### src/rtl/bis_pkg.sv
package bis_pkg;
  localparam int BYTE_W     = 8;
  localparam int WORD_BYTES = 3;
  localparam int WORD_W     = BYTE_W * WORD_BYTES;

  typedef enum logic [1:0] {
    FAULT_NONE    = 2'd0,
    FAULT_SIZE    = 2'd1,
    FAULT_HEADER  = 2'd2,
    FAULT_TIMEOUT = 2'd3
  } fault_e;

  typedef enum logic [3:0] {
    ST_IDLE, ST_CHECK, ST_FETCH, ST_POLL, ST_WAIT,
    ST_WR_HI, ST_WR_MID, ST_WR_LO, ST_SETTLE, ST_FAIL
  } state_e;

  typedef struct packed {
    logic       capture;
    logic       takeByte;
    logic       advance;
    logic       clrTimer;
    logic [1:0] wrSel;
    logic       setErr;
    fault_e     errKind;
  } ctlStrobes_t;
endpackage

### src/rtl/bis_datapath.sv
module bis_datapath
  import bis_pkg::*;
#(
  parameter int SIZE_W      = 24,
  parameter int TIMEOUT_CYC = 20000000,
  parameter int SETTLE_CYC  = 200000
) (
  input  logic              clk,
  input  logic              rstN,
  input  ctlStrobes_t       ctl,
  input  logic [SIZE_W-1:0] imgSize,
  input  logic [BYTE_W-1:0] inData,
  output logic [BYTE_W-1:0] regWrData,
  output logic              sizeBad,
  output logic              hdrBad,
  output logic              wordFull,
  output logic              isFirst,
  output logic              isLast,
  output logic              pollExpired,
  output logic              settleDone,
  output logic [1:0]        errCode,
  output logic [SIZE_W-1:0] errPos
);
  localparam int LIMIT = (TIMEOUT_CYC > SETTLE_CYC) ? TIMEOUT_CYC : SETTLE_CYC;
  localparam int TMR_W = $clog2(LIMIT + 1) + 1;
  localparam int CMP_W = (SIZE_W > WORD_W + 3) ? SIZE_W : WORD_W + 3;

  logic [SIZE_W-1:0] sizeQ, posQ, errPosQ;
  logic [WORD_W-1:0] wordQ;
  logic [1:0]        byteCnt;
  logic [TMR_W-1:0]  timerQ;
  fault_e            errCodeQ;
  logic [CMP_W-1:0]  needBytes;

  always_ff @(posedge clk or negedge rstN) begin
    if (!rstN) begin
      sizeQ    <= '0;
      posQ     <= '0;
      wordQ    <= '0;
      byteCnt  <= '0;
      timerQ   <= '0;
      errCodeQ <= FAULT_NONE;
      errPosQ  <= '0;
    end else begin
      if (ctl.capture) begin
        sizeQ    <= imgSize;
        posQ     <= '0;
        byteCnt  <= '0;
        errCodeQ <= FAULT_NONE;
        errPosQ  <= '0;
      end
      if (ctl.takeByte) begin
        wordQ   <= {wordQ[WORD_W-BYTE_W-1:0], inData};
        byteCnt <= byteCnt + 2'd1;
      end
      if (ctl.advance) begin
        posQ    <= posQ + SIZE_W'(WORD_BYTES);
        byteCnt <= '0;
      end
      if (ctl.clrTimer)       timerQ <= '0;
      else if (timerQ != '1)  timerQ <= timerQ + 1'b1;
      if (ctl.setErr) begin
        errCodeQ <= ctl.errKind;
        errPosQ  <= posQ;
      end
    end
  end

  assign needBytes   = (CMP_W'(wordQ) + CMP_W'(2)) * CMP_W'(WORD_BYTES);
  assign hdrBad      = (wordQ != '0) && (needBytes != CMP_W'(sizeQ));
  assign sizeBad     = (sizeQ == '0) || ((sizeQ % SIZE_W'(WORD_BYTES)) != '0);
  assign wordFull    = (byteCnt == 2'(WORD_BYTES));
  assign isFirst     = (posQ == '0);
  assign isLast      = ((posQ + SIZE_W'(WORD_BYTES)) == sizeQ);
  assign pollExpired = (timerQ >= TMR_W'(TIMEOUT_CYC));
  assign settleDone  = (timerQ == TMR_W'(SETTLE_CYC - 1));
  assign regWrData   = wordQ[BYTE_W*ctl.wrSel +: BYTE_W];
  assign errCode     = errCodeQ;
  assign errPos      = errPosQ;

  // a first word is only released when its header agreed with the size
  a_r3_header_checked: assert property (@(posedge clk) disable iff (!rstN)
    (ctl.advance && isFirst) |-> !hdrBad);
  // no byte is taken into a word that is already complete
  a_r9_no_overfill: assert property (@(posedge clk) disable iff (!rstN)
    ctl.takeByte |-> !wordFull);
endmodule

### src/rtl/bis_control.sv
module bis_control
  import bis_pkg::*;
#(
  parameter int ADDR_W     = 4,
  parameter int STATUS_OFS = 2,
  parameter int TX_OFS     = 5
) (
  input  logic              clk,
  input  logic              rstN,
  input  logic              start,
  input  logic              inValid,
  input  logic              rdy,
  input  logic              sizeBad,
  input  logic              hdrBad,
  input  logic              wordFull,
  input  logic              isFirst,
  input  logic              isLast,
  input  logic              pollExpired,
  input  logic              settleDone,
  output ctlStrobes_t       ctl,
  output logic              inReady,
  output logic              regRdEn,
  output logic              regWrEn,
  output logic [ADDR_W-1:0] regAddr,
  output logic              busy,
  output logic              done,
  output logic              err
);
  state_e stateQ, stateD;

  always_ff @(posedge clk or negedge rstN) begin
    if (!rstN) stateQ <= ST_IDLE;
    else       stateQ <= stateD;
  end

  always_comb begin
    stateD  = stateQ;
    ctl     = '0;
    inReady = 1'b0;
    regRdEn = 1'b0;
    regWrEn = 1'b0;
    regAddr = '0;
    done    = 1'b0;
    err     = 1'b0;
    unique case (stateQ)
      ST_IDLE: if (start) begin
        ctl.capture = 1'b1;
        stateD      = ST_CHECK;
      end
      ST_CHECK: if (sizeBad) begin
        ctl.setErr  = 1'b1;
        ctl.errKind = FAULT_SIZE;
        stateD      = ST_FAIL;
      end else begin
        stateD = ST_FETCH;
      end
      ST_FETCH: begin
        inReady      = !wordFull;
        ctl.takeByte = inValid && !wordFull;
        if (wordFull) begin
          if (isFirst && hdrBad) begin
            ctl.setErr  = 1'b1;
            ctl.errKind = FAULT_HEADER;
            stateD      = ST_FAIL;
          end else begin
            ctl.clrTimer = 1'b1;
            stateD       = ST_POLL;
          end
        end
      end
      ST_POLL: begin
        regRdEn = 1'b1;
        regAddr = ADDR_W'(STATUS_OFS);
        stateD  = ST_WAIT;
      end
      ST_WAIT: if (rdy) begin
        stateD = ST_WR_HI;
      end else if (pollExpired) begin
        ctl.setErr  = 1'b1;
        ctl.errKind = FAULT_TIMEOUT;
        stateD      = ST_FAIL;
      end else begin
        stateD = ST_POLL;
      end
      ST_WR_HI: begin
        regWrEn   = 1'b1;
        regAddr   = ADDR_W'(TX_OFS);
        ctl.wrSel = 2'd2;
        stateD    = ST_WR_MID;
      end
      ST_WR_MID: begin
        regWrEn   = 1'b1;
        regAddr   = ADDR_W'(TX_OFS + 1);
        ctl.wrSel = 2'd1;
        stateD    = ST_WR_LO;
      end
      ST_WR_LO: begin
        regWrEn     = 1'b1;
        regAddr     = ADDR_W'(TX_OFS + 2);
        ctl.wrSel   = 2'd0;
        ctl.advance = 1'b1;
        if (isLast) begin
          ctl.clrTimer = 1'b1;
          stateD       = ST_SETTLE;
        end else begin
          stateD = ST_FETCH;
        end
      end
      ST_SETTLE: if (settleDone) begin
        done   = 1'b1;
        stateD = ST_IDLE;
      end
      ST_FAIL: begin
        err    = 1'b1;
        stateD = ST_IDLE;
      end
      default: stateD = ST_IDLE;
    endcase
  end

  assign busy = (stateQ != ST_IDLE);

  // a high-byte write follows a status read that showed ready
  a_r4_write_after_ready: assert property (@(posedge clk) disable iff (!rstN)
    (regWrEn && regAddr == ADDR_W'(TX_OFS)) |-> $past(rdy));
  // high byte is followed by middle byte, middle by low byte
  a_r5_hi_then_mid: assert property (@(posedge clk) disable iff (!rstN)
    (regWrEn && regAddr == ADDR_W'(TX_OFS)) |=> (regWrEn && regAddr == ADDR_W'(TX_OFS + 1)));
  a_r5_mid_then_lo: assert property (@(posedge clk) disable iff (!rstN)
    (regWrEn && regAddr == ADDR_W'(TX_OFS + 1)) |=> (regWrEn && regAddr == ADDR_W'(TX_OFS + 2)));
  // completion and abort never coincide
  a_r8_done_err_apart: assert property (@(posedge clk) disable iff (!rstN)
    $onehot0({done, err}));
  // byte intake never overlaps a register access
  a_r9_intake_quiet_bus: assert property (@(posedge clk) disable iff (!rstN)
    inReady |-> (!regWrEn && !regRdEn));
endmodule

### src/rtl/boot_image_streamer.sv
module boot_image_streamer
  import bis_pkg::*;
#(
  parameter int SIZE_W      = 24,
  parameter int ADDR_W      = 4,
  parameter int STATUS_OFS  = 2,
  parameter int TX_OFS      = 5,
  parameter int RDY_BIT     = 2,
  parameter int TIMEOUT_CYC = 20000000,
  parameter int SETTLE_CYC  = 200000
) (
  input  logic              clk,
  input  logic              rstN,
  input  logic              start,
  input  logic [SIZE_W-1:0] imgSize,
  input  logic [7:0]        inData,
  input  logic              inValid,
  output logic              inReady,
  output logic [ADDR_W-1:0] regAddr,
  output logic              regRdEn,
  output logic              regWrEn,
  output logic [7:0]        regWrData,
  input  logic [7:0]        regRdData,
  output logic              busy,
  output logic              done,
  output logic              err,
  output logic [1:0]        errCode,
  output logic [SIZE_W-1:0] errPos
);
  ctlStrobes_t ctl;
  logic sizeBad, hdrBad, wordFull, isFirst, isLast, pollExpired, settleDone;

  bis_control #(
    .ADDR_W(ADDR_W), .STATUS_OFS(STATUS_OFS), .TX_OFS(TX_OFS)
  ) control_i (
    .clk(clk), .rstN(rstN), .start(start), .inValid(inValid),
    .rdy(regRdData[RDY_BIT]), .sizeBad(sizeBad), .hdrBad(hdrBad),
    .wordFull(wordFull), .isFirst(isFirst), .isLast(isLast),
    .pollExpired(pollExpired), .settleDone(settleDone), .ctl(ctl),
    .inReady(inReady), .regRdEn(regRdEn), .regWrEn(regWrEn),
    .regAddr(regAddr), .busy(busy), .done(done), .err(err)
  );

  bis_datapath #(
    .SIZE_W(SIZE_W), .TIMEOUT_CYC(TIMEOUT_CYC), .SETTLE_CYC(SETTLE_CYC)
  ) datapath_i (
    .clk(clk), .rstN(rstN), .ctl(ctl), .imgSize(imgSize), .inData(inData),
    .regWrData(regWrData), .sizeBad(sizeBad), .hdrBad(hdrBad),
    .wordFull(wordFull), .isFirst(isFirst), .isLast(isLast),
    .pollExpired(pollExpired), .settleDone(settleDone),
    .errCode(errCode), .errPos(errPos)
  );
endmodule

### config.mk
export PLATFORM = sky130hd
export DESIGN_NAME = boot_image_streamer
export DESIGN_NICKNAME = d
export VERILOG_FILES = /design/src/rtl/bis_pkg.sv /design/src/rtl/bis_datapath.sv /design/src/rtl/bis_control.sv /design/src/rtl/boot_image_streamer.sv
export SDC_FILE = /design/constraint.sdc
export NUM_CORES = 1
export LEC_CHECK = 0
export BUFFER_PORTS_ARGS = -buffer_cell sky130_fd_sc_hd__buf_2
export CAP_MARGIN = 20
export CORE_ASPECT_RATIO = 1.2
export CORE_UTILIZATION = 35
export DETAILED_ROUTE_END_ITERATION = 8
export PLACE_DENSITY_LB_ADDON = 0.25
export SLEW_MARGIN = 20
export SYNTH_ARGS = -nofsm -noshare
export SYNTH_HDL_FRONTEND = slang
export SYNTH_SLANG_ARGS = --single-unit
### constraint.sdc
create_clock -name clk -period 18.44 [get_ports clk]
set_clock_uncertainty 0.05 [all_clocks]
set_input_delay 3.688 -clock clk [delete_from_list [all_inputs] [get_ports clk]]
set_output_delay 3.688 -clock clk [all_outputs]
set_load 0.01 [all_outputs]
[Word-level counts from Yosys, hierarchy flattened]
Cells that the tools add are included.
Word-level totals
  output and inout bits: 44
  register bits after elaboration: 130
  bits of input ports: 44
  word-level logic and storage cells: 90
Operators by class
  mux-type cells: 40
  divide/modulo/power cells: 1
  order comparisons: 1
  equal/unequal tests: 17
  reductions and logical operators: 17
  $add $sub $neg: 4
  shifts and indexed selects: 1
  multiply operators: 1
Operators by type and width (count)
  $mux 24: 3
  $mux 26: 2
  $logic_not 24->1: 2
  $reduce_bool 24->1: 2
  $pmux 4 s9: 1
  $mux 4: 8
  $mul 27x2->27 const B: 1
  $ne 27x24->1: 1
  $add 26x1->26 const B: 1
  $eq 26x18->1 const B: 1
  $ge 26x25->1 const B: 1
  $ne 26x26->1 const B: 1
  $add 24x2->25 const B: 1
  $add 24x2->24 const B: 1
  $eq 24x24->1: 1
  $mod 24x2->24 const B: 1
  $shiftx 24x6->8: 1
  $eq 4x3->1 const B: 4
  $mux 3: 5
  $mux 1: 13
  $pmux 3 s4: 1
  $pmux 3 s3: 1
  $eq 4x2->1 const B: 2
  $eq 4x4->1 const B: 2
  17 further kinds: 25

[Logic depth before layout (Yosys ltp)]
  depth in word-level cells: 9
  depth in mapped cells: 35
  gate-level depth less buffers: 29

[Hierarchy]
From an unflattened synthesis, not the netlist that was laid out.
Second synthesis, totals
  cell total of the unflattened synthesis: 1132
  area, all modules: 10000.8 um^2
By module, submodules not included
  bis_datapath: seq. area each 3153.0 um^2, cells each 1075, area each 9522.9 um^2, times used 1
  bis_control: seq. area each 100.1 um^2, cells each 57, area each 478.0 um^2, times used 1

[Least setup slack after synthesis]
OpenSTA, ideal clock, no wires.
  path type: register to register
  start: register datapath_i.sizeQ[22]
  end: register datapath_i.errPosQ[10] (netlist: datapath_i.errPos[10])
  library setup time: 0.079 ns
  slack: 12.180 ns
  cell stages (with the launch flop): 33
  data required time: 18.311 ns
  arrival: 6.131 ns
  period minus slack after synthesis: 6.260 ns
  cell sequence: dfrtp_1 buf_4 and3b_1 or3_1 a32o_2 nor2_2 o21ai_2 o31a_4 a2111oi_2 a211oi_1 a31oi_4 nor3_2 a2111oi_4 and2_1 o211a_1 a311oi_1 or4_4 nand2_4 inv_1 ha_1 nor2_2 o211ai_1 o21ai_0 ha_1 nand3b_1 o22ai_1 a21oi_1 o22ai_1 a21oi_4 nor2b_2 buf_6 buf_12 mux2i_1
Between the ends
  cells in the longest elaborated chain, start to end: 7
  elaborated cells on any way between the ends: 13
Ends and longest elaborated chain
  start, declared: line bis_datapath.sv:28  | logic [SIZE_W-1:0] sizeQ, posQ, errPosQ;
  start signal, assigned: line bis_datapath.sv:46  | sizeQ <= imgSize;
  parallel branches: the longest is 5 deep, another holds $mod 24x2->24
  $pmux 3 s3 (*): line bis_control.sv:45  | unique case (stateQ)
  $mux 24 or $reduce_bool 2->1 (tied branches)
  end signal, assigned: line bis_datapath.sv:64  | errPosQ <= posQ;
  end, declared: line bis_datapath.sv:28
Every way passes the cells marked *.
A chain may end at the register's enable or synchronous reset.

[Worst setup path after layout]
  start: register datapath_i.sizeQ[22]
  end: register datapath_i.errPosQ[3] (netlist: datapath_i.errPos[3])
Same word-level chain as after synthesis.

==> metrics.md <==
| Metric | Value |
|---|---|
| Lkg Pwr | 5.330 nW |
| Max-slew headroom | 27.47% |
| Mapped Nets | 1346 |
| Final slew viol count | 0 |
| Die height | 193.8 um |
| Area grow syn2layout | 10.81% |
| Total Neg Setup Slack | 0 ns |
| Total Nets Final | 1375 |
| Max_cap viols | 0 |
| Synthesized cell area | 0.01073 mm^2 |
| Prevailing post-synth register cell | dfrtp_1 |
| Worst path max stage delay | 0.79 ns |
| CP arrival | 8.58 ns |
| Power per cell area | 220.8 mW/mm^2 |
| Synth Register Bits | 130 |
| Synth cell types | 104 |
| Commonest non-fill, non-tap cell in the layout | dfrtp_1 |
| Initial antenna violation count | 0 |
| Critical path's slowest cell | dfrtp_1 |
| DP Worst Slack | 10.27 ns |
| Vias per cell | 5.503 |
| Final period util | 44.89% |
| RSZ-0062 raised after global routing | no |
| Clk buf depth | 2 |
| Synth warnings | 0 |
| Final core utilization | 39.81% |
| Remaining Overflow, GRT | 0 |
| Final setup vio count | 0 |
| GRT Overall Usage | 18.56% |
| Vias in the first global route | 8965 |
| Hold Crit Class | reg -> reg |
| Antenna cells | 0 |
| Crit path max fanout | 24 |
| Layout cell share with drive strength beyond 1 | 16.72% |
| Post-cts resize count | 0 |
| Placed cell count | 1667 |
| DIE WIDTH | 161.9 um |
| Detailed Routing Iterations Pass 1 | 5 |
| Postcts setup bufs | 0 |
| Register area share after synthesis | 30.31% |
| Number of H-tree levels | 4 |
| Residual DRC | 0 |
| Commonest cells after routing, fill and taps aside | dfrtp_1, nand2_1, nor2_1 |
| Clock root buffer | clkbuf_16 |
| Die ar. | 0.03137 mm^2 |
| HPWL Detailed | 20400 um |
| Total CTS buffers | 17 |
| Clock sinks | 130 |
| Max frequency | 120.8 MHz |
| Ports | 88 |
| Final ANT Viol Nets | 0 |
| Ys async rst share | 100.0% |
| Via Count | 9355 |
| Clock Latency Late Sink | 0.45 ns |
| Core footprint | 0.02987 mm^2 |
| Initial Utilization | 35.93% |
| Mean routed wirelength per cell | 16.95 um |
| Global-route wire length before repair | 46640 um |
| Post-synth EDFFs | 0 |
| Synth Instances | 1268 |
| CTS clk-pin slew, worst paths | 0.06 ns |
| CP Data Required Time | 18.75 ns |
| Final weighted congestion in routability-driven placement | 0.8924 |
| Crit path launch type | register |
| Actual slew at the worst max-slew pin | 1.086 ns |
| Crit end category | register |
| Layout Cells excl Fill | 1700 |
| Final min period | 8.278 ns |
| DRT iter0 DRCs | 506 |
| Worst setup slack after layout | 10.16 ns |
| Hold Vio Cnt, Final | 0 |
| Rows | 69 |
| Synthesized area per cell | 8.464 um^2 |
| CP Class | reg -> reg |
| PortBufs | 79 |
| Status | finished clean |
| Maximum vdd drop | 0.09230 mV |
| Fill cells | 3130 |
| CTS tree | built |
| CTS Hold Bufs | 0 |
| Largest net degree at the start of global routing | 77 |
| Drt total wl | 28820 um |
registers in the layout, indices dropped and copies added (netlist names):
signal / cells
datapath_i.posQ: 24
datapath_i.errCode: 2
datapath_i.timerQ: 26
datapath_i.wordQ: 24
datapath_i.errPos: 24
datapath_i.byteCnt: 2
datapath_i.sizeQ: 24
control_i.stateQ: 4
layout make-up:
type | count | area (um^2) | area share [%]
clock inverter | 15 | 162.7 | 1.368
tap | 390 | 488.0 | 4.103
multi-input combinational | 1010 | 6902 | 58.03
sequential | 130 | 3253 | 27.35
inverter | 52 | 195.2 | 1.641
timing repair buffer | 86 | 466.7 | 3.924
clock buffer | 17 | 425.4 | 3.577
kinds of logic after synthesis:
| family | count (synthesis) | share of synthesized area [%] |
|---|---|---|
| flip-flops | 130 | 30.31 |
| AND/OR/NAND/NOR | 490 | 23.19 |
| XOR/XNOR | 135 | 11.02 |
| AO/OA/AOI/OAI | 276 | 18.55 |
| multiplexers | 74 | 7.461 |
| buffers and inverters | 128 | 5.479 |
| adder cells (fa/ha/maj) | 34 | 3.964 |
| other | 1 | 0.03494 |
cells in the mapped netlist (all sizes together), types with 23 or more instances:
master  number  area share (%)
nand2      119             4.3
mux2i       26             2.4
inv         52             1.8
nand3       57             2.7
nor3        36             1.8
a21oi       64             3.2
mux2        48             5.0
and3        30             1.8
nor2       111             4.0
o21ai       75             3.5
clkbuf      50             1.7
dfrtp      130              30
xnor2       86             7.0
nand4       23             1.3
buf         26             1.9
ha          34             4.0
nor4        24             1.4
xor2        49             4.0
power by group:
group | internal (mW) | switching [mW] | leakage (nW)
combinational | 0.741 | 0.961 | 3.33
clock | 0.192 | 0.156 | 0.289
sequential | 0.350 | 0.225 | 1.71
total | 1.28 | 1.34 | 5.33
metal layers:
metal	up-vias	part of all wire [%]	global-route usage (%)
met4	0	1.4	5.905
met1	4517	45	24.29
li1	4607	-	-
met2	202	49	31.09
met5	-	0	0
met3	29	4.2	2.866
final timing paths:
path / from / end / slack [ns] / cells past startpoint
setup / recovery: datapath_i.sizeQ[22] / datapath_i.errPos[3] / 10.16 / 29
hold / removal: datapath_i.byteCnt[0] / datapath_i.byteCnt[0] / 0.46 / 1
setup reg to reg: datapath_i.sizeQ[22] / datapath_i.errPos[3] / 10.16 / 29
hold reg to reg: datapath_i.byteCnt[0] / datapath_i.byteCnt[0] / 0.46 / 1
max in group asynchronous: rstN / control_i.stateQ[1] / 14.01 / 3
min in group asynchronous: rstN / datapath_i.wordQ[3] / 3.16 / 1
through the flow:
step                      cell area (um^2)  hold WS, ns  power (mW)
after floorplan                      10730       0.4174       1.950
after global placement               11280       0.4367       2.243
after detailed placement             11280       0.4486       2.262
after CTS                            11870       0.4572       2.627
after global routing                 11890       0.4921       2.825
final                                11890       0.4562       2.625
critical path: cells and delay by family, from the launching register on:
family | cells | cell delay [ns]
AO/OA/AOI/OAI | 16 | 3.77
AND/OR/NAND/NOR | 9 | 2.66
flip-flops | 1 | 0.79
adder cells (fa/ha/maj) | 2 | 0.57
multiplexers | 1 | 0.28
buffers and inverters | 1 | 0.05
Power figures use the tool's default switching activity.
